<file path="src/rtl/alu_pkg.sv">
package alu_pkg;

    typedef enum logic [3:0] {
        OP_ADD  = 4'd0,
        OP_ADC  = 4'd1,
        OP_SUB  = 4'd2,
        OP_SBB  = 4'd3,
        OP_CMP  = 4'd4,
        OP_INC  = 4'd5,
        OP_DEC  = 4'd6,
        OP_NEG  = 4'd7,
        OP_AND  = 4'd8,
        OP_OR   = 4'd9,
        OP_XOR  = 4'd10,
        OP_NOT  = 4'd11,
        OP_TEST = 4'd12,
        OP_EXTB = 4'd13,
        OP_EXTW = 4'd14,
        OP_RSVD = 4'd15
    } alu_op_e;

    // bit 5..0 : of, sf, zf, af, pf, cf
    typedef struct packed {
        logic of;
        logic sf;
        logic zf;
        logic af;
        logic pf;
        logic cf;
    } alu_flags_t;

    localparam alu_flags_t UPD_ALL   = 6'b111111;
    localparam alu_flags_t UPD_NOCF  = 6'b111110;
    localparam alu_flags_t UPD_LOGIC = 6'b111011;
    localparam alu_flags_t UPD_NONE  = 6'b000000;

    function automatic logic even_ones(input logic [7:0] v);
        return ~^v;
    endfunction

endpackage

</file>
<file path="src/rtl/alu_addsub.sv">
module alu_addsub #(
    parameter int DATA_W = 16,
    parameter int NIB_W  = 4
) (
    input  logic [DATA_W-1:0] a_i,
    input  logic [DATA_W-1:0] b_i,
    input  logic              cin_i,
    input  logic              sub_i,
    input  logic              word_i,
    output logic [DATA_W-1:0] sum_o,
    output logic              carry_o,
    output logic              aux_o,
    output logic              ovf_o
);
    localparam int HALF_W = DATA_W / 2;

    logic [DATA_W-1:0] bx;
    logic              ci;
    logic [DATA_W:0]   full;
    logic [HALF_W:0]   low;
    logic [NIB_W:0]    nib;
    logic              sa, sb, sr;

    always_comb begin
        bx    = b_i ^ {DATA_W{sub_i}};
        ci    = cin_i ^ sub_i;
        full  = {1'b0, a_i} + {1'b0, bx} + {{DATA_W{1'b0}}, ci};
        low   = {1'b0, a_i[HALF_W-1:0]} + {1'b0, bx[HALF_W-1:0]} + {{HALF_W{1'b0}}, ci};
        nib   = {1'b0, a_i[NIB_W-1:0]} + {1'b0, bx[NIB_W-1:0]} + {{NIB_W{1'b0}}, ci};
        sum_o = full[DATA_W-1:0];
        // carry out converts to borrow for subtraction
        carry_o = (word_i ? full[DATA_W] : low[HALF_W]) ^ sub_i;
        aux_o   = nib[NIB_W] ^ sub_i;
        sa = word_i ? a_i[DATA_W-1]  : a_i[HALF_W-1];
        sb = word_i ? bx[DATA_W-1]   : bx[HALF_W-1];
        sr = word_i ? full[DATA_W-1] : low[HALF_W-1];
        ovf_o = (sa == sb) && (sr != sa);
    end

endmodule

</file>
<file path="src/rtl/alu_logic.sv">
module alu_logic
    import alu_pkg::*;
#(
    parameter int DATA_W = 16
) (
    input  alu_op_e           op_i,
    input  logic [DATA_W-1:0] a_i,
    input  logic [DATA_W-1:0] b_i,
    output logic [DATA_W-1:0] res_o
);
    always_comb begin
        unique case (op_i)
            OP_OR:   res_o = a_i | b_i;
            OP_XOR:  res_o = a_i ^ b_i;
            OP_NOT:  res_o = ~a_i;
            default: res_o = a_i & b_i;
        endcase
    end

endmodule

</file>
<file path="src/rtl/alu_flag_reg.sv">
module alu_flag_reg
    import alu_pkg::*;
(
    input  logic       clk,
    input  logic       rst,
    input  logic       load_i,
    input  alu_flags_t mask_i,
    input  alu_flags_t next_i,
    output alu_flags_t flags_o
);
    always_ff @(posedge clk) begin
        if (rst) begin
            flags_o <= '0;
        end else if (load_i) begin
            flags_o <= (flags_o & ~mask_i) | (next_i & mask_i);
        end
    end

endmodule

</file>
<file path="src/rtl/alu_flags_unit.sv">
module alu_flags_unit
    import alu_pkg::*;
#(
    parameter int DATA_W = 16
) (
    input  logic              clk,
    input  logic              rst,
    input  logic              op_valid_i,
    input  logic [3:0]        op_code_i,
    input  logic              word_i,
    input  logic [DATA_W-1:0] dst_i,
    input  logic [DATA_W-1:0] src_i,
    output logic [DATA_W-1:0] result_o,
    output logic [DATA_W-1:0] result_hi_o,
    output logic              wr_en_o,
    output logic              wr_hi_en_o,
    output logic [5:0]        flags_o
);
    localparam int HALF_W = DATA_W / 2;

    alu_op_e           op;
    alu_flags_t        cur_flags, next_flags, upd_mask;
    logic [DATA_W-1:0] a_in, b_in, sum, lres, core;
    logic              cin, sub, is_arith, is_logic;
    logic              carry, aux, ovf;

    assign op = alu_op_e'(op_code_i);

    always_comb begin
        a_in = dst_i;  b_in = src_i;  cin = 1'b0;  sub = 1'b0;
        is_arith = 1'b0;  is_logic = 1'b0;
        wr_en_o = 1'b0;  wr_hi_en_o = 1'b0;
        upd_mask = UPD_NONE;
        unique case (op)
            OP_ADD:  begin is_arith = 1'b1; wr_en_o = 1'b1; upd_mask = UPD_ALL; end
            OP_ADC:  begin is_arith = 1'b1; wr_en_o = 1'b1; upd_mask = UPD_ALL; cin = cur_flags.cf; end
            OP_SUB:  begin is_arith = 1'b1; wr_en_o = 1'b1; upd_mask = UPD_ALL; sub = 1'b1; end
            OP_SBB:  begin is_arith = 1'b1; wr_en_o = 1'b1; upd_mask = UPD_ALL; sub = 1'b1; cin = cur_flags.cf; end
            OP_CMP:  begin is_arith = 1'b1; upd_mask = UPD_ALL; sub = 1'b1; end
            OP_INC:  begin is_arith = 1'b1; wr_en_o = 1'b1; upd_mask = UPD_NOCF; b_in = DATA_W'(1); end
            OP_DEC:  begin is_arith = 1'b1; wr_en_o = 1'b1; upd_mask = UPD_NOCF; b_in = DATA_W'(1); sub = 1'b1; end
            OP_NEG:  begin is_arith = 1'b1; wr_en_o = 1'b1; upd_mask = UPD_ALL; a_in = '0; b_in = dst_i; sub = 1'b1; end
            OP_AND, OP_OR, OP_XOR:
                     begin is_logic = 1'b1; wr_en_o = 1'b1; upd_mask = UPD_LOGIC; end
            OP_TEST: begin is_logic = 1'b1; upd_mask = UPD_LOGIC; end
            OP_NOT:  begin is_logic = 1'b1; wr_en_o = 1'b1; end
            OP_EXTB: wr_en_o = 1'b1;
            OP_EXTW: wr_hi_en_o = 1'b1;
            default: ;
        endcase
    end

    alu_addsub #(.DATA_W(DATA_W), .NIB_W(4)) addsub_i (
        .a_i(a_in), .b_i(b_in), .cin_i(cin), .sub_i(sub), .word_i(word_i),
        .sum_o(sum), .carry_o(carry), .aux_o(aux), .ovf_o(ovf)
    );

    alu_logic #(.DATA_W(DATA_W)) logic_i (
        .op_i(op), .a_i(dst_i), .b_i(src_i), .res_o(lres)
    );

    always_comb begin
        core = is_arith ? sum : lres;
        if (is_arith || is_logic) begin
            result_o = word_i ? core : {dst_i[DATA_W-1:HALF_W], core[HALF_W-1:0]};
        end else if (op == OP_EXTB) begin
            result_o = {{HALF_W{dst_i[HALF_W-1]}}, dst_i[HALF_W-1:0]};
        end else begin
            result_o = dst_i;
        end
        result_hi_o = {DATA_W{dst_i[DATA_W-1]}};

        next_flags.cf = is_arith & carry;
        next_flags.of = is_arith & ovf;
        next_flags.af = aux;
        next_flags.pf = even_ones(result_o[7:0]);
        next_flags.sf = word_i ? result_o[DATA_W-1] : result_o[HALF_W-1];
        next_flags.zf = word_i ? (result_o == '0) : (result_o[HALF_W-1:0] == '0);
    end

    alu_flag_reg flag_reg_i (
        .clk(clk), .rst(rst), .load_i(op_valid_i),
        .mask_i(upd_mask), .next_i(next_flags), .flags_o(cur_flags)
    );

    assign flags_o = cur_flags;

    // carry survives increment and decrement
    a_r3_cf_kept: assert property (@(posedge clk) disable iff (rst)
        op_valid_i && (op == OP_INC || op == OP_DEC) |=> flags_o[0] == $past(flags_o[0]));

    // logic ops clear carry and overflow
    a_r5_logic_clear: assert property (@(posedge clk) disable iff (rst)
        op_valid_i && (op == OP_AND || op == OP_OR || op == OP_XOR || op == OP_TEST)
        |=> (flags_o[0] == 1'b0) && (flags_o[5] == 1'b0));

    // flag-neutral operations
    a_r6_flags_frozen: assert property (@(posedge clk) disable iff (rst)
        op_valid_i && (op == OP_NOT || op == OP_EXTB || op == OP_EXTW || op == OP_RSVD)
        |=> $stable(flags_o));

    // compare and test write nothing back
    a_r7_no_writeback: assert property (@(posedge clk) disable iff (rst)
        (op == OP_CMP || op == OP_TEST) |-> !wr_en_o && !wr_hi_en_o);

    // only one write strobe at a time
    a_r10_one_strobe: assert property (@(posedge clk) disable iff (rst)
        1'b1 |-> $countones({wr_en_o, wr_hi_en_o}) <= 1);

    // idle cycles hold the flags
    a_r11_idle_hold: assert property (@(posedge clk) disable iff (rst)
        !op_valid_i |=> $stable(flags_o));

    // zero flag follows the width-selected result of an arithmetic op
    a_r8_zero_width: assert property (@(posedge clk) disable iff (rst)
        op_valid_i && is_arith |=>
        flags_o[3] == ($past(word_i) ? ($past(result_o) == '0)
                                     : ($past(result_o[HALF_W-1:0]) == '0)));

endmodule

</file>
<file path="config.mk">
export PLATFORM = sky130hd
export DESIGN_NAME = alu_flags_unit
export DESIGN_NICKNAME = d
export VERILOG_FILES = /design/src/rtl/alu_pkg.sv /design/src/rtl/alu_addsub.sv /design/src/rtl/alu_logic.sv /design/src/rtl/alu_flag_reg.sv /design/src/rtl/alu_flags_unit.sv
export SDC_FILE = /design/constraint.sdc
export NUM_CORES = 1
export LEC_CHECK = 0
export ABC_AREA = 1
export ABC_CLOCK_PERIOD_IN_PS = 6400
export BUFFER_PORTS_ARGS = -buffer_cell sky130_fd_sc_hd__clkbuf_2
export CAP_MARGIN = 20
export CORE_MARGIN = 2
export CORE_UTILIZATION = 55
export CTS_CLUSTER_DIAMETER = 60
export DETAILED_ROUTE_END_ITERATION = 12
export PLACE_DENSITY = 0.84
export SLEW_MARGIN = 5
export SYNTH_ARGS = -nofsm -noshare
export SYNTH_HDL_FRONTEND = slang
export SYNTH_HIERARCHICAL = 1
export SYNTH_SLANG_ARGS = --single-unit
export TNS_END_PERCENT = 10
</file>
<file path="constraint.sdc">
create_clock -name clk -period 6.4 [get_ports clk]
set_clock_uncertainty 0.15 [all_clocks]
set_input_delay 0.96 -clock clk [delete_from_list [all_inputs] [get_ports clk]]
set_output_delay 0.96 -clock clk [all_outputs]
set_load 0.05 [all_outputs]
</file>
## Word-level counts from Yosys, hierarchy flattened

Index checks and enable logic that the tools add are counted.

| word-level totals | value |
|---|---|
| bits in registers | 6 |
| input bits | 40 |
| output and inout bits | 40 |
| logic and storage cells | 76 |

| cells by class | value |
|---|---|
| add/subtract/negate cells | 6 |
| eq/ne operators | 16 |
| muxes and demuxes | 20 |
| bitwise gates (word level) | 14 |
| reduce and logical (&&, ||, !) cells | 14 |

Operators with widths:

| kind | count |
|---|---|
| $mux 16 | 5 |
| $pmux 16 s3 | 1 |
| $pmux 16 s2 | 1 |
| $xor 16x16->16 | 2 |
| $eq 4x4->1 const B | 7 |
| $pmux 6 s3 | 1 |
| $add 16x16->17 | 1 |
| $add 17x1->17 | 1 |
| $and 16x16->16 | 1 |
| $eq 4x3->1 const B | 4 |
| $logic_not 16->1 | 1 |
| $not 16->16 | 1 |
| $or 16x16->16 | 1 |
| $and 6x6->6 | 2 |
| $mux 1 | 12 |
| $reduce_or 12->1 | 1 |
| $reduce_or 5->1 | 2 |
| $add 8x8->9 | 1 |
| $add 9x1->9 | 1 |
| $eq 4x2->1 const B | 2 |
| $logic_not 8->1 | 1 |
| $reduce_or 8->1 | 1 |
| $reduce_xnor 8->1 | 1 |
| $not 6->6 | 1 |
| 14 further kinds | 18 |

## Longest topological paths before layout

Gate-level depths: netlist of run 1.

| logic depth | value |
|---|---|
| depth after elaboration | 13 |
| gate-level depth with buffers | 30 |
| depth with buffers taken out | 29 |

## Cells and area by module

The synthesis of run 1 kept the hierarchy.

Modules (own cells, without submodules):

| module | instances | cells an instance | area an instance (µm²) | sequential area each (µm²) |
|---|---|---|---|---|
| alu_flags_unit | 1 | 267 | 1,270.0 | 0.0 |
| alu_logic | 1 | 175 | 1,149.9 | 0.0 |
| alu_addsub | 1 | 182 | 1,119.8 | 0.0 |
| alu_flag_reg | 1 | 43 | 261.5 | 120.1 |

## Worst setup path before layout of run 1

No wires, ideal clock.

| timing | value |
|---|---|
| kind | input port to output port |
| start | in op_code_i[2] |
| end | out result_o[14] |
| arrival | 4,248 ps |
| required time | 5,290 ps |
| path slack | 1,042 ps |
| stages on the path | 22 |
| path buffers | 3 |
| path through | inv_1 -> nor2_1 -> inv_1 -> clkbuf_1 -> o21ai_0 -> buf_4 -> buf_4 -> xnor2_1 -> fa_1 -> fa_1 -> o21ai_2 -> nand2_2 -> nand2_2 -> nand4_1 -> nand2_1 -> xor2_1 -> nand2_1 -> nand2_1 -> nand2_1 -> nand3_1 -> nand2_1 -> inv_1 |

| between the ends | value |
|---|---|
| word-level cells in the longest chain between the ends | 9 |
| elaborated cells between the ends (all ways) | 35 |
| those cells by class | add/sub: 2; eq/ne: 13; mux: 11; bitwise: 2; reduce/logical: 7 |

RTL lines:

| what | line | text |
|---|---|---|
| start, declared | alu_flags_unit.sv:9 | `input logic [3:0] op_code_i,` |
| $eq 4x3->1 / $eq 4x2->1 (equally long branches) | alu_flags_unit.sv:34 | `unique case (op)` |
| $reduce_or 5->1 (no source line) * | n/a |  |
| $mux 1 * | alu_flags_unit.sv:34 |  |
| via sub | alu_flags_unit.sv:24 | `logic cin, sub, is_arith, is_logic;` |
| $xor 16x16->16 | alu_addsub.sv:25 | `bx = b_i ^ {DATA_W{sub_i}};` |
| $add 16x16->17 | alu_addsub.sv:27 | `full = {1'b0, a_i} + {1'b0, bx} + {{DATA_W{1'b0}}, ci};` |
| $add 17x1->17 * | alu_addsub.sv:27 |  |
| via sum[14] | alu_flags_unit.sv:23 | `logic [DATA_W-1:0] a_in, b_in, sum, lres, core;` |
| $mux 16 * | alu_flags_unit.sv:63 | `core = is_arith ? sum : lres;` |
| $mux 16 * | alu_flags_unit.sv:65 | `result_o = word_i ? core : {dst_i[DATA_W-1:HALF_W], core[HALF_W-1:0]};` |
| $mux 16 * | alu_flags_unit.sv:64 | `if (is_arith \|\| is_logic) begin` |
| end, declared | alu_flags_unit.sv:13 | `output logic [DATA_W-1:0] result_o,` |

The timed path passes the listed nets; every way through them passes the cells marked *.

## Worst setup path in the final report of run 1

| timing | value |
|---|---|
| start | in op_code_i[2] |
| end | out result_o[14] |

| between the ends | value |
|---|---|
| word-level cells in the longest chain between the ends | 9 |
| elaborated cells between the ends (all ways) | 35 |
| those cells by class | add/sub: 2; eq/ne: 13; mux: 11; bitwise: 2; reduce/logical: 7 |

RTL lines:

| what | line |
|---|---|
| $eq 4x3->1 | alu_flags_unit.sv:34 |
| $reduce_or 2->1 (no source line) | n/a |
| $pmux 16 s2 * | alu_flags_unit.sv:34 |
| via b_in[0] | alu_flags_unit.sv:23 |
| $xor 16x16->16 * | alu_addsub.sv:25 |
| $add 16x16->17 * | alu_addsub.sv:27 |
| $add 17x1->17 * | alu_addsub.sv:27 |
| via sum[14] | alu_flags_unit.sv:23 |
| $mux 16 * | alu_flags_unit.sv:63 |
| $mux 16 * | alu_flags_unit.sv:65 |
| $mux 16 * | alu_flags_unit.sv:64 |

Marked as above.

==> summary by stage, run 1 <==
Clock tree
The TritonCTS clock tree is done. CTS saw 6 sinks. The number of hold buffers added after CTS was 0. The clock-pin slew of the registers on the worst-case setup and hold paths is around 30 ps. Counting along the longest clock path gives a buffer depth of 2. The clock tree root buffer cell is sky130_fd_sc_hd__clkbuf_8.

The total CTS buffers is 3. In this run the number of H-tree levels came out at 1. The later pin in the worst-skew pair is clocked with a latency of 220 ps. The count of instances resized after the clock tree is built is 0. Once the clock tree was built, the setup fixing pass inserted 0 buffers.

Critical path
The cell family with the largest share of critical-path delay is simple AND/OR/NAND/NOR gates. The critical path data required time is 5290 ps. The critical path arrival is around 4700 ps.

The nature of the critical path startpoint is an input pin. The number of cells on the worst reg-to-reg path is 17. The most numerous cell type found on the critical path is sky130_fd_sc_hd__nand2_1.

The setup slack of the worst register-to-register path is ~2700 ps. The top fanout value on the critical path is 18. The critical path endpoint category is an output port. The type of the worst setup path is in2out. Together, buffers and inverters on the worst path number 7. The signal on the critical path passes through clkbuf_2 -> inv_1 -> nor2_1 -> inv_1 -> nor2_4 -> inv_2 -> o22ai_1 -> inv_1 -> xnor2_1 -> fa_1 -> fa_1 -> o21ai_2 -> nand2_2 -> nand2_2 -> nand4_1 -> nand2_1 -> xor2_1 -> nand2_1 -> nand2_1 -> nand2_1 -> nand3_1 -> nand2_1 -> inv_1 -> clkbuf_2.

The library cell contributing the largest single delay on the critical path is sky130_fd_sc_hd__fa_1. In this design, the stage delay of the slowest critical-path cell is 440 ps.

STA
The final number of max-transition violations is 0. The tightest slew margin relative to the limit is between 30% and 40%. The total count of hold-check failures in the final report is 0. The worst-case hold slack is 360 ps. The maximum clock frequency is between 0.15 and 0.2 GHz. The final critical-path share of the clock period is 90.7%. The minimum clock period after layout is a little under 6000 ps. At the pin with the least slew margin, the transition time is around 980 ps.

Setup repair after global routing left no endpoint under its margin. The number of setup violations in the final report is 0. Setup total negative slack on the finished layout was measured at 0 ps. In the post-route analysis, the smallest setup slack over all paths is roughly 600 ps.

Synth
The mean area per synthesized cell is 5.70 um2. The number of enable-type register cells in the synthesized netlist is 0. Summing the sequential cell areas from Yosys gives roughly 3.2% of the chip area. Counting flops with an async set or reset pin after synthesis yields a share of 0%.

Yosys instantiated no cell more often than sky130_fd_sc_hd__nand2_1. Ranked by instance count, the synthesized netlist is headed by 139 x sky130_fd_sc_hd__nand2_1, 123 x sky130_fd_sc_hd__inv_1, 78 x sky130_fd_sc_hd__nand3_1, 61 x sky130_fd_sc_hd__nor2_1, 51 x sky130_fd_sc_hd__ha_1. Yosys attributes the largest share of cell area to sky130_fd_sc_hd__ha_1 17%, sky130_fd_sc_hd__nand2_1 14%, sky130_fd_sc_hd__inv_1 12%. The flip-flop and latch count after synthesis is 6. Of all cell types, the one taking the most synthesized area is sky130_fd_sc_hd__ha_1. The warning count from the yosys run is 6. Synthesis produced between 600 and 700 cells. The area of the mapped netlist is about 3800 um2. After synthesis, the netlist uses between 40 and 50 different library cells.

Among all flip-flop cells after synthesis, the most frequent one is sky130_fd_sc_hd__dfxtp_1. The share of the synthesized area in the top cell type is between 10% and 20%. The number of nets in the synthesized netlist is 760.

Cells and area
The area growth from synthesis to final layout is 6.71%. The diode insertion count for antenna repair is 0. The net count reported at finish is approximately 810. The layout cell share with drive strength beyond 1 is 16.3%.

Pwr
The power share of the sequential group is between 6 and 7%. The fraction of power consumed by the clock network is under 10%. The sum of internal, switching and leakage power is about 0.00067 W.

The power density over cell area is about 160 nW/um2. The fraction of power consumed by combinational cells is a little over four fifths. The leakage dissipation is around 2.4 nW. The worst vdd rail ir drop is approximately 0.00016 V. The net switching power is ~0.00040 W. The design internal power is approximately 0.00026 W. The switching power as a share of total power is 60.7%.

Routing
For this block, the via count after detailed routing is approximately 4300. The average vias per placed instance is around 5.4. For this block, the routed nets add up to about 11000 um of wire. The number of DRC markers in iteration 0 is ~420. The first detailed-routing pass took 5 iterations.

The detailed-route wire length per cell is ~13 um. The DRC violation count after routing is 0. The number of antenna-violating nets in the routed design is 0.

GRT
The global-route total usage across every layer is ~28%. The number of antenna violations at the first check in global routing is 0. The via count of the first global-routing pass is about 3800.

For this run the aggregate overflow at the end of global routing stands at 0. The first global-routing pass estimated roughly 18000 um of wire. The maximum number of pins on one net before global-route repair is 50.

Run status
The run finished with clean final reports.

Placed design
The final weighted congestion in routability-driven placement is 1.01. The half-perimeter wire length after detailed placement is around 8600 um. The number of I/O port buffers is between 70 and 80. The pre-CTS setup slack is between 600 and 700 ps.

Floorplanning
The floorplan step defined a die boundary enclosing ~7600 um2. The horizontal extent of the die is about 87 um. The number of core rows is 30.

The total area inside the core boundary comes to between 6000 and 7000 um2. The initial core utilization is between 50 and 60%. The die is 87.1 um tall. The number of I/O pins is 80.

Min path
The worst hold path class is reg2reg. The worst hold path passes through 4 cells.

Run
The tool flagged a number of max-cap violations equal to 0.
## through the flow
step / area [um2] / instances / util [%]
floorplan: 3800 / 667 / -
global placement: 4020 / 790 / 59.4
detailed placement: 4020 / 790 / 59.4
CTS: 4060 / 793 / 60.0
global route: 4060 / 793 / 60.0
finish: 4060 / 793 / 60.0
## logic make-up (layout without fill, tap and decap cells)
group / after synthesis / after routing / synth area share, %
AO/OA/AOI/OAI: 79 / 79 / 11.2
XOR/XNOR: 33 / 33 / 7.60
adder cells (fa/ha/maj): 53 / 53 / 17.8
buffers and inverters: 169 / 215 / 20.9
flip-flops: 6 / 6 / 3.16
AND/OR/NAND/NOR: 327 / 327 / 39.3
## per-layer routing
metal | global-route usage [%] | routed length, um | up-vias | share of wire, %
met4 | 4.90 | 126 | 0 | 1.2
met3 | 2.75 | 793 | 18 | 7.4
met1 | 40.4 | 4840 | 1915 | 45
li1 | - | - | 2183 | -
met2 | 45.8 | 4930 | 162 | 46
met5 | 0 | 0 | - | 0
## final cells by class
cell class / count / area, um2
repair buffers: 81 / 410
inverters: 131 / 494
flip-flops and latches: 6 / 120
well taps: 80 / 100
clock buffers: 3 / 41.3
fillers: 668 / 2700
multi-input cells: 492 / 2890
## worst max-delay path by stage
stage,from,cells past startpoint,endpoint,slack (ps)
3_3_place_gp,op_code_i[2],24,result_o[14],720
4_1_cts,op_code_i[2],24,result_o[14],630
5_1_grt,op_code_i[2],24,result_o[14],270
2_1_floorplan,op_code_i[2],22,result_o[14],1040
3_5_place_dp,op_code_i[2],24,result_o[14],630
6_report,op_code_i[2],24,result_o[14],600
## tightest hold or removal path, stage by stage, from the launching register on
cell                      delay, ps
sky130_fd_sc_hd__dfxtp_1        300
sky130_fd_sc_hd__inv_1           50
sky130_fd_sc_hd__nand2_1         40
sky130_fd_sc_hd__nand2_1         50
sky130_fd_sc_hd__nor2_1          30
## power groups by stage
| stage | registers [W] | logic (W) | clock network [W] |
|---|---|---|---|
| global placement | 0.0000454 | 0.000545 | 0 |
| finish | 0.0000449 | 0.000564 | 0.0000567 |
| global route | 0.0000457 | 0.000623 | 0.0000597 |
| floorplan | 0.0000601 | 0.000428 | 0 |
| detailed placement | 0.0000455 | 0.000554 | 0 |
| CTS | 0.0000450 | 0.000557 | 0.0000592 |
## cells in the final DEF, fill, tap and decap left out
cell type / netlist / final
sky130_fd_sc_hd__nor2_2: 1 / 1
sky130_fd_sc_hd__nand2_4: 1 / 1
sky130_fd_sc_hd__inv_1: 123 / 123
sky130_fd_sc_hd__nand3_2: 1 / 1
sky130_fd_sc_hd__buf_4: 20 / 2
sky130_fd_sc_hd__o21ai_0: 43 / 42
sky130_fd_sc_hd__clkbuf_2: 0 / 79
sky130_fd_sc_hd__nand4_1: 18 / 18
sky130_fd_sc_hd__and3_1: 1 / 1
sky130_fd_sc_hd__nor2_1: 61 / 61
sky130_fd_sc_hd__clkbuf_8: 2 / 3
sky130_fd_sc_hd__a21oi_1: 13 / 13
sky130_fd_sc_hd__nand3_1: 78 / 78
sky130_fd_sc_hd__or2_1: 1 / 1
sky130_fd_sc_hd__o21ai_1: 10 / 10
sky130_fd_sc_hd__xnor2_1: 13 / 13
sky130_fd_sc_hd__nand2_1: 139 / 139
sky130_fd_sc_hd__a31oi_1: 3 / 3
sky130_fd_sc_hd__o21ai_2: 1 / 2
sky130_fd_sc_hd__nand3b_1: 6 / 6
sky130_fd_sc_hd__a21oi_2: 2 / 2
sky130_fd_sc_hd__o21bai_1: 3 / 3
sky130_fd_sc_hd__fa_1: 2 / 2
sky130_fd_sc_hd__nor3_1: 1 / 1
sky130_fd_sc_hd__o211ai_1: 1 / 1
sky130_fd_sc_hd__or2_2: 1 / 1
sky130_fd_sc_hd__xor2_1: 20 / 20
sky130_fd_sc_hd__or2_0: 1 / 1
sky130_fd_sc_hd__dfxtp_1: 6 / 6
sky130_fd_sc_hd__inv_4: 1 / 1
sky130_fd_sc_hd__o21a_1: 1 / 1
sky130_fd_sc_hd__o22ai_1: 1 / 1
sky130_fd_sc_hd__ha_1: 51 / 51
sky130_fd_sc_hd__a21o_1: 1 / 1
sky130_fd_sc_hd__nand2_2: 10 / 10
sky130_fd_sc_hd__nor2_4: 6 / 6
sky130_fd_sc_hd__nor4_1: 1 / 1
sky130_fd_sc_hd__inv_2: 7 / 7
Note: power is estimated with default switching activity, not from simulation.
==> run 2: changes to the inputs <==
- CORE_MARGIN: 2 -> unset
==> run 2 against run 1 <==
  * Global-route usage grew 2.2 points
  * Utilization grew 2.4 points
  * Clock power shrank 4.1%
  * Critical path type unchanged
  * Non-clock buffer count is the same
  * Worst hold slack gained 20 ps
  * Count of clock-buffer cells in the layout is the same
  * Combinational power is essentially flat
  * Largest cell class unchanged
  * Cell count shrank 0.38%
  * Via count grew 0.30%
  * First-iteration DRC count shrank 12%
  * Sequential cell count is the same
  * Sequential power grew 1%
==> summary by stage, run 2 (synthesis results as in run 1) <==
Run status
The flow ran to the end, and the final reports show no timing, DRC or antenna violations.

Clock tree
The count of instances resized after the clock tree is built is 0 (unchanged). The clock tree root buffer cell is sky130_fd_sc_hd__clkbuf_8. The clock-pin slew of the registers on the worst-case setup and hold paths came to 30 ps (about the same). The total number of clock tree sinks was 6 (unchanged).

The setup fix buffers added after clock tree synthesis is 0 (unchanged). The total number of H-tree levels is 1 (unchanged). The source-to-sink clock delay at the later pin of the worst-skew pair is 220 ps (about the same). The number of hold-repair buffers added at the cts stage is 0 (unchanged). The number of buffers between clock root and the deepest sink is 2 (unchanged). The total CTS buffers is 3 (unchanged).

TritonCTS built the clock tree.

Critical path
The critical path endpoint category is an output port. The critical path arrival is 4750 ps (+60 ps). The critical path is of the in2out type. Among the stages of the critical path, the cell type that occurs most often is sky130_fd_sc_hd__nand2_1. The worst setup path is launched from an input pin. Walking the worst path, the cells encountered are clkbuf_2 -> inv_1 -> nor2_1 -> inv_1 -> nor2_4 -> inv_2 -> o22ai_1 -> inv_1 -> xnor2_1 -> fa_1 -> fa_1 -> o21ai_2 -> nand2_2 -> nand2_2 -> nand4_1 -> nand2_1 -> xor2_1 -> nand2_1 -> nand2_1 -> nand2_1 -> nand3_1 -> nand2_1 -> inv_1 -> clkbuf_2. The most critical setup path has its startpoint at op_code_i[2]. The slowest stage of the critical path is the sky130_fd_sc_hd__fa_1 cell. The critical path data required time is 5290 ps (about the same). The cell family with the largest share of critical-path delay is simple AND/OR/NAND/NOR gates.

The top fanout value on the critical path was 18 (unchanged). The setup slack of the worst register-to-register path is 2760 ps (+70 ps). The number of cells on the worst reg-to-reg path is 17 (unchanged). The number of buffers and inverters on the critical path is 7 (unchanged). The peak per-stage delay on the critical path is 450 ps (about the same).

STA
The number of setup violations in the final report is 0 (unchanged). The final critical-path share of the clock period is 91.6% (+0.94 points). The worst-case hold slack came to 380 ps (+19.6 ps).

The final sum of negative setup slack is 0 ps (unchanged). The slew at the pin closest to its max-slew limit was 982 ps (+5.62 ps). The maximum clock frequency is 0.171 GHz (-1.0%). The minimum clock period after layout was 5860 ps (+60.4 ps).

The total count of hold-check failures in the final report is 0 (unchanged). Setup repair after global routing left no endpoint under its margin. The tightest slew margin relative to the limit came to 34.4% (-0.38 points). The final number of max-transition violations is 0 (unchanged).

The worst setup margin was 536 ps (-60.4 ps).

Floorplanning
The number of core rows was 29 (-3.3%). The die extent in y was 85.1 um (-2.3%). The number of I/O pins is 80 (unchanged). The initial core utilization is 58.5% (+2.3 points).

The area of the die came to 7250 um2 (-4.5%). The horizontal extent of the die was 85.1 um (-2.3%). The area of the core is 6490 um2 (-3.9%).

Min path
The number of stages on the worst hold path came to 4 (unchanged). The worst hold path class is reg2reg.

Pwr
The power density over cell area is 163 nW/um2 (-0.61%). The worst vdd rail ir drop is 0.000193 V (+19%). The leakage dissipation came to 2.42 nW (unchanged).

Routing
The total wirelength of the detailed-routed design came to 10700 um (+0.34%). The number of DRC markers in iteration 0 is 367 (-12%). The number of antenna-violating nets in the routed design is 0 (unchanged). The average vias per placed instance is 5.43 (+0.68%). The vias after detailed routing is 4291 (+0.30%). The DRC violation count after routing is 0 (unchanged).

The first-pass iteration count of the detailed router was 5 (unchanged). The detailed-route wire length per cell was 13.6 um (+0.72%).

Placed design
The number of I/O port buffers is 79 (unchanged). The final weighted congestion in routability-driven placement is 1.01 (+0.29%). The total placed instance area came to 4010 um2 (about the same). The pre-CTS setup slack is 582 ps (-50.9 ps). The half-perimeter wire length after detailed placement came to 8770 um (+2.1%).

Cells and area
The design area came to 4050 um2 (about the same). The fill cell instance count of the final layout was 628 (-6.0%). The net count reported at finish is 808 (unchanged). The library cells used most frequently in the layout, excluding fill and tap cells, are 139 x sky130_fd_sc_hd__nand2_1, 123 x sky130_fd_sc_hd__inv_1, 79 x sky130_fd_sc_hd__clkbuf_2, 78 x sky130_fd_sc_hd__nand3_1, 61 x sky130_fd_sc_hd__nor2_1. The commonest non-fill, non-tap cell in the layout is sky130_fd_sc_hd__nand2_1.

The area growth from synthesis to final layout is 6.62% (about the same). The diode insertion count for antenna repair is 0 (unchanged). The layout cell share with drive strength beyond 1 is 16.3% (unchanged).

GRT
The number of antenna violations at the first check in global routing was 0 (unchanged). The global-route total usage across every layer is 30.2% (+2.2 points). The remaining global-route overflow was 0 (unchanged). The via count of the first global-routing pass is 3858 (+2.7%). The wire length of the first global-routing pass came to 18100 um (+3.0%). The maximum number of pins on one net before global-route repair is 50 (unchanged).

Run
The number of violations of the max-capacitance limit came to 0 (unchanged).
run 2: cell counts in the layout (fill, tap and decap cells not counted):
Identical to the previous run, type by type.
run 2: power breakdown:
| group | internal, W | total (W) | leakage (nW) | switching [W] |
|---|---|---|---|---|
| Combinational | 0.000178 | 0.000561 | 2.34 | 0.000382 |
| Sequential | 0.0000421 | 0.0000454 | 0.0496 | 0.00000329 |
| Clock | 0.0000402 | 0.0000544 | 0.0216 | 0.0000141 |
| Total | 0.000261 | 0.000661 | 2.42 | 0.000400 |
run 2: final cells by class:
| cell class | count | area [um2] | area share [%] |
|---|---|---|---|
| Tap cell | 77 | 96.3 | 2.38 |
| Clock buffer | 3 | 41.3 | 1.02 |
| Inverter | 131 | 494 | 12.2 |
| Sequential cell | 6 | 120 | 2.96 |
| Timing Repair Buffer | 81 | 410 | 10.1 |
| Multi-Input combinational cell | 492 | 2890 | 71.3 |
run 2: worst max-delay path by stage:
stage / end / depth (start not counted)
2_1_floorplan: result_o[14] / 22
3_3_place_gp: result_o[14] / 24
3_5_place_dp: result_o[14] / 24
4_1_cts: result_o[14] / 24
5_1_grt: result_o[14] / 24
6_report: result_o[14] / 24
run 2: per-stage QoR:
step	instances	util [%]	total power (W)
6_report	790	62.4	0.000661
2_1_floorplan	667	-	0.000488
5_1_grt	790	62.4	0.000725
3_5_place_dp	787	61.8	0.000600
3_3_place_gp	787	61.8	0.000593
4_1_cts	790	62.4	0.000658
run 2: tightest hold or removal path, cell delays in order, from the launching register on:
cell	delay (ps)
sky130_fd_sc_hd__dfxtp_1	310
sky130_fd_sc_hd__inv_1	50
sky130_fd_sc_hd__nand2_1	40
sky130_fd_sc_hd__nand2_1	50
sky130_fd_sc_hd__nor2_1	40
run 2: layer usage:
metal,vias to the layer above,share of wire [%],GRT usage [%]
met5,-,0,0
met1,1902,47,43.0
met2,188,44,50.2
met3,16,7.5,2.43
met4,0,1.5,5.24
li1,2185,-,-
